==> src/rtl/bsel_pkg.sv <==
package bsel_pkg;

    typedef enum logic [1:0] {
        SRC_DUTY    = 2'd0,
        SRC_REG     = 2'd1,
        SRC_PROD    = 2'd2,
        SRC_REG_ALT = 2'd3
    } src_mode_e;

    // Minimum accepted step in LSBs for each hysteresis code
    function automatic logic [15:0] hyst_step(input logic [1:0] code);
        case (code)
            2'd0:    hyst_step = 16'd0;
            2'd1:    hyst_step = 16'd1;
            2'd2:    hyst_step = 16'd4;
            default: hyst_step = 16'd16;
        endcase
    endfunction

    function automatic logic [15:0] abs_gap(input logic [15:0] a, input logic [15:0] b);
        abs_gap = (a > b) ? (a - b) : (b - a);
    endfunction

endpackage

==> src/rtl/bsel_sync.sv <==
module bsel_sync #(
    parameter int STAGES = 2
) (
    input  logic clk,
    input  logic rst_n,
    input  logic async_in,
    output logic sync_out
);
    typedef struct packed {
        logic [STAGES-1:0] chain;
    } sync_st_t;

    sync_st_t st_d, st_q;

    always_comb begin
        st_d = st_q;
        st_d.chain = {st_q.chain[STAGES-2:0], async_in};
    end

    always_ff @(posedge clk or negedge rst_n) begin
        if (!rst_n) st_q <= '0;
        else        st_q <= st_d;
    end

    assign sync_out = st_q.chain[STAGES-1];
endmodule

==> src/rtl/bsel_duty_meter.sv <==
module bsel_duty_meter
    import bsel_pkg::*;
#(
    parameter int TIMEOUT_CYC = 4096,
    parameter int OUT_W       = 16
) (
    input  logic             clk,
    input  logic             rst_n,
    input  logic             lvl_in,
    input  logic [1:0]       hyst_sel,
    output logic [OUT_W-1:0] duty_held
);
    localparam int CW = $clog2(TIMEOUT_CYC + 1);
    localparam int QW = CW + OUT_W;
    localparam logic [CW-1:0]    CNT_LIM  = CW'(TIMEOUT_CYC);
    localparam logic [OUT_W-1:0] FULL_VAL = {OUT_W{1'b1}};

    typedef struct packed {
        logic             lvl_prev;
        logic             armed;
        logic [CW-1:0]    per_cnt;
        logic [CW-1:0]    hi_cnt;
        logic [OUT_W-1:0] held;
    } meter_st_t;

    meter_st_t st_d, st_q;

    logic             rise, tmo, pass;
    logic [QW-1:0]    numer, denom, quot;
    logic [OUT_W-1:0] meas, gap;

    always_comb begin
        rise  = lvl_in & ~st_q.lvl_prev;
        tmo   = (st_q.per_cnt == CNT_LIM);
        numer = {st_q.hi_cnt, {OUT_W{1'b0}}} - {{OUT_W{1'b0}}, st_q.hi_cnt};
        denom = {{OUT_W{1'b0}}, (st_q.per_cnt == '0) ? CW'(1) : st_q.per_cnt};
        quot  = numer / denom;
        meas  = (quot > QW'(FULL_VAL)) ? FULL_VAL : quot[OUT_W-1:0];
        gap   = abs_gap(meas, st_q.held);
        pass  = (gap >= hyst_step(hyst_sel));

        st_d = st_q;
        st_d.lvl_prev = lvl_in;
        if (rise) begin
            st_d.per_cnt = CW'(1);
            st_d.hi_cnt  = CW'(1);
            st_d.armed   = 1'b1;
            if (st_q.armed && pass) st_d.held = meas;
        end else if (tmo) begin
            st_d.armed = 1'b0;
            st_d.held  = lvl_in ? FULL_VAL : '0;
        end else begin
            st_d.per_cnt = st_q.per_cnt + 1'b1;
            if (lvl_in && st_q.hi_cnt != CNT_LIM) st_d.hi_cnt = st_q.hi_cnt + 1'b1;
        end
    end

    always_ff @(posedge clk or negedge rst_n) begin
        if (!rst_n) st_q <= '0;
        else        st_q <= st_d;
    end

    assign duty_held = st_q.held;


    hyst_step_chk: assert property (@(posedge clk) disable iff (!rst_n)
        (!$stable(st_q.held) && !$past(tmo)) |->
            (abs_gap(st_q.held, $past(st_q.held)) >= hyst_step($past(hyst_sel))));


    held_quiet_chk: assert property (@(posedge clk) disable iff (!rst_n)
        (!rise && !tmo) |=> $stable(st_q.held));


    tmo_high_chk: assert property (@(posedge clk) disable iff (!rst_n)
        (tmo && !rise && lvl_in) |=> (duty_held == FULL_VAL));
endmodule

==> src/rtl/bsel_src_mux.sv <==
module bsel_src_mux
    import bsel_pkg::*;
#(
    parameter int OUT_W = 16
) (
    input  logic             clk,
    input  logic             rst_n,
    input  logic [1:0]       mode_sel,
    input  logic [OUT_W-1:0] duty_val,
    input  logic [OUT_W-1:0] reg_val,
    output logic [OUT_W-1:0] bright
);
    localparam int PW = 2 * OUT_W;
    localparam logic [OUT_W-1:0] FULL_VAL = {OUT_W{1'b1}};
    localparam logic [PW-1:0]    FULL_SQ  = PW'(FULL_VAL) * PW'(FULL_VAL);

    typedef struct packed {
        logic [OUT_W-1:0] out;
    } mux_st_t;

    mux_st_t st_d, st_q;

    logic [PW-1:0]    prod_full;
    logic [OUT_W-1:0] prod_val;
    src_mode_e        mode;

    always_comb begin
        mode      = src_mode_e'(mode_sel);
        prod_full = PW'(duty_val) * PW'(reg_val);
        prod_val  = (prod_full == FULL_SQ) ? FULL_VAL : prod_full[PW-1:OUT_W];

        st_d = st_q;
        case (mode)
            SRC_DUTY: st_d.out = duty_val;
            SRC_PROD: st_d.out = prod_val;
            default:  st_d.out = reg_val;
        endcase
    end

    always_ff @(posedge clk or negedge rst_n) begin
        if (!rst_n) st_q <= '0;
        else        st_q <= st_d;
    end

    assign bright = st_q.out;


    duty_route_chk: assert property (@(posedge clk) disable iff (!rst_n)
        (mode_sel == 2'd0) |=> (bright == $past(duty_val)));


    prod_sat_chk: assert property (@(posedge clk) disable iff (!rst_n)
        (mode_sel == 2'd2 && duty_val == FULL_VAL && reg_val == FULL_VAL) |=> (bright == FULL_VAL));
endmodule

==> src/rtl/bright_src_sel.sv <==
module bright_src_sel
    import bsel_pkg::*;
#(
    parameter int TIMEOUT_CYC = 4096,
    parameter int SYNC_STAGES = 2,
    parameter int BR_W        = 16
) (
    input  logic            clk,
    input  logic            rst_n,
    input  logic            pwm_in,
    input  logic [1:0]      hyst_sel,
    input  logic [1:0]      mode_sel,
    input  logic            reg_wr,
    input  logic [BR_W-1:0] reg_wdata,
    output logic [BR_W-1:0] bright_out
);
    typedef struct packed {
        logic [BR_W-1:0] bright_reg;
    } top_st_t;

    top_st_t st_d, st_q;

    logic            pwm_sync;
    logic [BR_W-1:0] duty_held;

    always_comb begin
        st_d = st_q;
        if (reg_wr) st_d.bright_reg = reg_wdata;
    end

    always_ff @(posedge clk or negedge rst_n) begin
        if (!rst_n) st_q <= '0;
        else        st_q <= st_d;
    end

    bsel_sync #(.STAGES(SYNC_STAGES)) sync_i (
        .clk      (clk),
        .rst_n    (rst_n),
        .async_in (pwm_in),
        .sync_out (pwm_sync)
    );

    bsel_duty_meter #(.TIMEOUT_CYC(TIMEOUT_CYC), .OUT_W(BR_W)) meter_i (
        .clk       (clk),
        .rst_n     (rst_n),
        .lvl_in    (pwm_sync),
        .hyst_sel  (hyst_sel),
        .duty_held (duty_held)
    );

    bsel_src_mux #(.OUT_W(BR_W)) mux_i (
        .clk      (clk),
        .rst_n    (rst_n),
        .mode_sel (mode_sel),
        .duty_val (duty_held),
        .reg_val  (st_q.bright_reg),
        .bright   (bright_out)
    );


    reg_load_chk: assert property (@(posedge clk) disable iff (!rst_n)
        reg_wr |=> (st_q.bright_reg == $past(reg_wdata)));
endmodule

==> config.mk <==
export PLATFORM = sky130hd
export DESIGN_NAME = bright_src_sel
export DESIGN_NICKNAME = d
export VERILOG_FILES = /design/src/rtl/bsel_pkg.sv /design/src/rtl/bsel_sync.sv /design/src/rtl/bsel_duty_meter.sv /design/src/rtl/bsel_src_mux.sv /design/src/rtl/bright_src_sel.sv
export SDC_FILE = /design/constraint.sdc
export NUM_CORES = 2
export LEC_CHECK = 0
export BUFFER_PORTS_ARGS = -buffer_cell sky130_fd_sc_hd__buf_2
export CAP_MARGIN = 10
export CELL_PAD_IN_SITES_DETAIL_PLACEMENT = 1
export CELL_PAD_IN_SITES_GLOBAL_PLACEMENT = 2
export CORE_MARGIN = 4
export CORE_UTILIZATION = 40
export CTS_CLUSTER_DIAMETER = 30
export CTS_CLUSTER_SIZE = 12
export DETAILED_ROUTE_END_ITERATION = 6
export PLACE_DENSITY_LB_ADDON = 0.1
export SLEW_MARGIN = 30
export SYNTH_ARGS = -nofsm -noshare
export SYNTH_HDL_FRONTEND = slang
export SYNTH_SLANG_ARGS = --single-unit
==> constraint.sdc <==
create_clock -name clk -period 93.5 [get_ports clk]
set_input_delay 4.675 -clock clk [delete_from_list [all_inputs] [get_ports clk]]
set_output_delay 4.675 -clock clk [all_outputs]
set_load 0.01 [all_outputs]
==> run summary <==
The tool flagged a number of max-cap violations equal to 0. In this run the number of cells on the critical path is 373. The standard cell core area is 0.07772 sq mm, and the count of input and output buffers is 39. The detailed router's first-iteration violation count came out at 1482. The floorplan step defined a die boundary enclosing 0.08324 sq mm. The H-tree generated during clock tree synthesis spans 3 levels.

The required time at the endpoint of the critical path is 93.72 ns, and the critical path buffer and inverter count is 15. The library cell appearing most often on the critical path is o21a_1. In this run, synthesis produced a sequential element count of 78.

Relative to the synthesized area, the layout overhead comes to 5.474%. The count of synthesis-stage warnings from yosys is 0. The category of the critical setup timing path was register to register. The largest individual stage delay along the critical path comes from the cell a211oi_1. Die span in x: 288.5 microns.

Setup repair after global routing left no endpoint under its margin. For the sequential share of the synthesized area, the log shows 6.201%. For the worst setup path, the data arrival time is 85.94 ns. STA classifies the critical path endpoint as a register.

The final weighted congestion in routability-driven placement was 0.8523. The post-synthesis net count is 4763. Number of library cell types mapped by synthesis: 123.

In the routed design, unresolved DRC markers number 0. The time the worst path needs with I/O delays and setup was 85.71 ns; the number of CTS-inserted buffers was 9. The fraction of layout instances using a drive strength above 1 works out to 8.858%. The flow ran to the end, and the final reports show no timing, DRC or antenna violations.

The max-slew violation count was 0; the synthesized area divided by synthesized cell count was 7.677 sq um. The run gives 5074 as the cell count after placement. TritonCTS built the clock tree. The tools report the cell chosen for the clock root as clkbuf_16. The number of flip-flops under the largest register name was 28; the HPWL after detailed placement was 87810 microns.

The worst setup skew after layout is 0.01876 ns. The global-route wire length before repair came out at 171400 microns. Yosys attributes the largest share of cell area to ha_1 18%, fa_1 12%, dfrtp_1 6.2%.

In this run the cell area measured after placement is 0.03277 sq mm. The pre-antenna-repair detailed-routing pass consisted of 5 iterations. The number of vias in the routed layout is 29860, and the number of sinks handled by clock tree synthesis is 78. Yosys mapped a number of flops with a built-in enable equal to 0. Once the floorplan was initialized, standard cells occupied 40.50% of the core. The largest net degree at the start of global routing is 41. The post-route clock period utilization works out to 91.67%.

The tools report the cts-stage hold buffer count as 0. For this run, the top clock speed supported by timing is 11.67 MHz. In the global route stage, overall resource usage came out at 25.78%. Along the worst path, the maximum fanout reaches 32.

The number of placement rows came out at 102. The most area-hungry cell type in the Yosys netlist is ha_1. Buffers added to address setup during post-CTS repair amount to 0.

STA classifies the critical path startpoint as a register. On the worst path, the slowest cell contributes a delay of 0.66 ns. The total overflow left after global routing is 0. The count of nets left with antenna violations once routing finished came out at 0.

The number of antenna violations at the first check in global routing was 2. The clock transition at the registers of the reported paths is 0.07 ns. The worst pin sits at a relative slew slack of 30.78%. The die boundary height works out to 288.5 microns. In the routed layout, each cell is associated on average with a via count of 5.862. The hold violation count in the final report came out at 0. The instance count along the most critical hold path is 0, and the final hold slack is 0.3547 ns.

Synthesis handed over a netlist of 4100 instances. For the pin with the worst max-slew slack, the measured transition is 1.036 ns. The logs give 40 for the number of primary I/O pins and 0.03320 sq mm for the summed area of non-filler cells in the final layout. The number of global-route vias before repair was 30320; the fraction of post-synthesis cell area in the top cell type by area was 17.61%. The most used flip-flop cell after synthesis is dfrtp_1.

For the count of cells resized by post-cts repair, the log shows 0. The final sum of negative setup slack is 0 ns. The register ranked first by flip-flop count is meter_i.st_q.

After the last flow step, the layout net total stands at 4711. The clock latency on the worst-skew pair came out at 0.39 ns. The tools report the number of cells in the finished layout apart from fillers as 5093.

The cell family contributing the most delay on the critical path is compound AO/OA/AOI/OAI gates. Counting cells, the worst reg-to-reg path comes to 373. The min-delay analysis places its worst path in the category register to register. The routed wire length per instance works out to 21.43 microns.

The proportion of synthesized flip-flops having asynchronous set or reset was 100.0%. After detailed routing, the total wire length is 109100 microns. Setup violations remaining at the end of the flow were counted as 0. For the buffer levels on the longest clock path, the log shows 2. The logs give 0.03148 sq mm for the post-synthesis cell area and 0 for the antenna diode instance count.
worst register-to-register path: cells and delay by family, from the launching register on:
family | cells | cell delay [ns]
xor+xnor | 1 | 0.19
mux | 8 | 2.65
fa+ha+maj | 32 | 10.15
buf+inv | 15 | 2.78
simple gates | 93 | 19.71
flops | 1 | 0.56
compound gates | 224 | 49.46
area by class of cell:
| cell class | instances | area (sq um) |
|---|---|---|
| Fill cell | 9609 | 44520 |
| Sequential cell | 78 | 1952 |
| Inverter | 340 | 1280 |
| Clock inverter | 7 | 95.09 |
| Tap cell | 1040 | 1301 |
| Multi-Input combinational cell | 3531 | 27780 |
| Timing Repair Buffer | 88 | 565.5 |
| Clock buffer | 9 | 225.2 |
routing by layer:
metal / part of all wire [%] / wire length [microns] / vias up / GRT usage (%)
met2: 45 / 48900 / 449 / 41.92
met5: 0 / 0 / - / 0
li1: - / - / 14560 / -
met1: 49 / 53710 / 14760 / 36.94
met3: 4.1 / 4449 / 81 / 2.999
met4: 1.9 / 2075 / 0 / 5.226
worst paths after layout:
check	startpoint	to	slack [ns]
setup / recovery	meter_i.st_q[16]	meter_i.duty_held[10]	7.79
hold / removal	sync_i.st_q[0]	sync_i.st_q[1]	0.35
setup reg to reg	meter_i.st_q[16]	meter_i.duty_held[10]	7.79
hold reg to reg	sync_i.st_q[0]	sync_i.st_q[1]	0.35
max in group asynchronous	rst_n	meter_i.st_q[26]	88.11
min in group asynchronous	rst_n	st_q[10]	4.28
cell usage after synthesis, drive strengths merged, types with 78 or more instances:
cell type and number:
a21o 99, a21oi 215, and2 116, clkbuf 128, dfrtp 78, fa 196
ha 443, inv 340, mux2 85, nand2 468, nor2 263, nor3 197
o21a 161, o21ai 201, o31ai 79, xnor2 126
through the flow:
stage | worst slack [ns] | utilization [%]
after floorplan | 13.50 | -
after global placement | 6.926 | 42.15
after detailed placement | 5.081 | 42.17
after CTS | 4.765 | 42.58
after global routing | 0.1222 | 42.71
final | 7.786 | 42.71
cells in the final DEF (no fill, tap or decap), drive strengths merged, types with 46 or more instances in the layout:
cell	synthesis	routed
nand2	468	468
ha	443	443
inv	340	341
nor2	263	263
a21oi	215	215
o21ai	201	201
nor3	197	198
fa	196	196
o21a	161	161
xnor2	126	126
and2	116	116
a21o	99	99
buf	26	88
mux2	85	85
o31ai	79	79
dfrtp	78	78
nand3	70	70
xor2	70	70
or2	70	70
or3	55	55
nand4	49	49
mux2i	47	47
nand2b	46	46
cells by family after synthesis:
kind of cell / after synthesis / synth area share, %
buffers and inverters: 494 / 5.999
XOR/XNOR: 196 / 5.454
AND/OR/NAND/NOR: 1488 / 23.92
AO/OA/AOI/OAI: 1072 / 23.72
adder cells (fa/ha/maj): 640 / 30.11
flip-flops: 78 / 6.201
multiplexers: 132 / 4.595
Power is left out: the tool's default activity adds up to more than one toggle a clock period on the data nets, which glitch-free logic cannot reach.
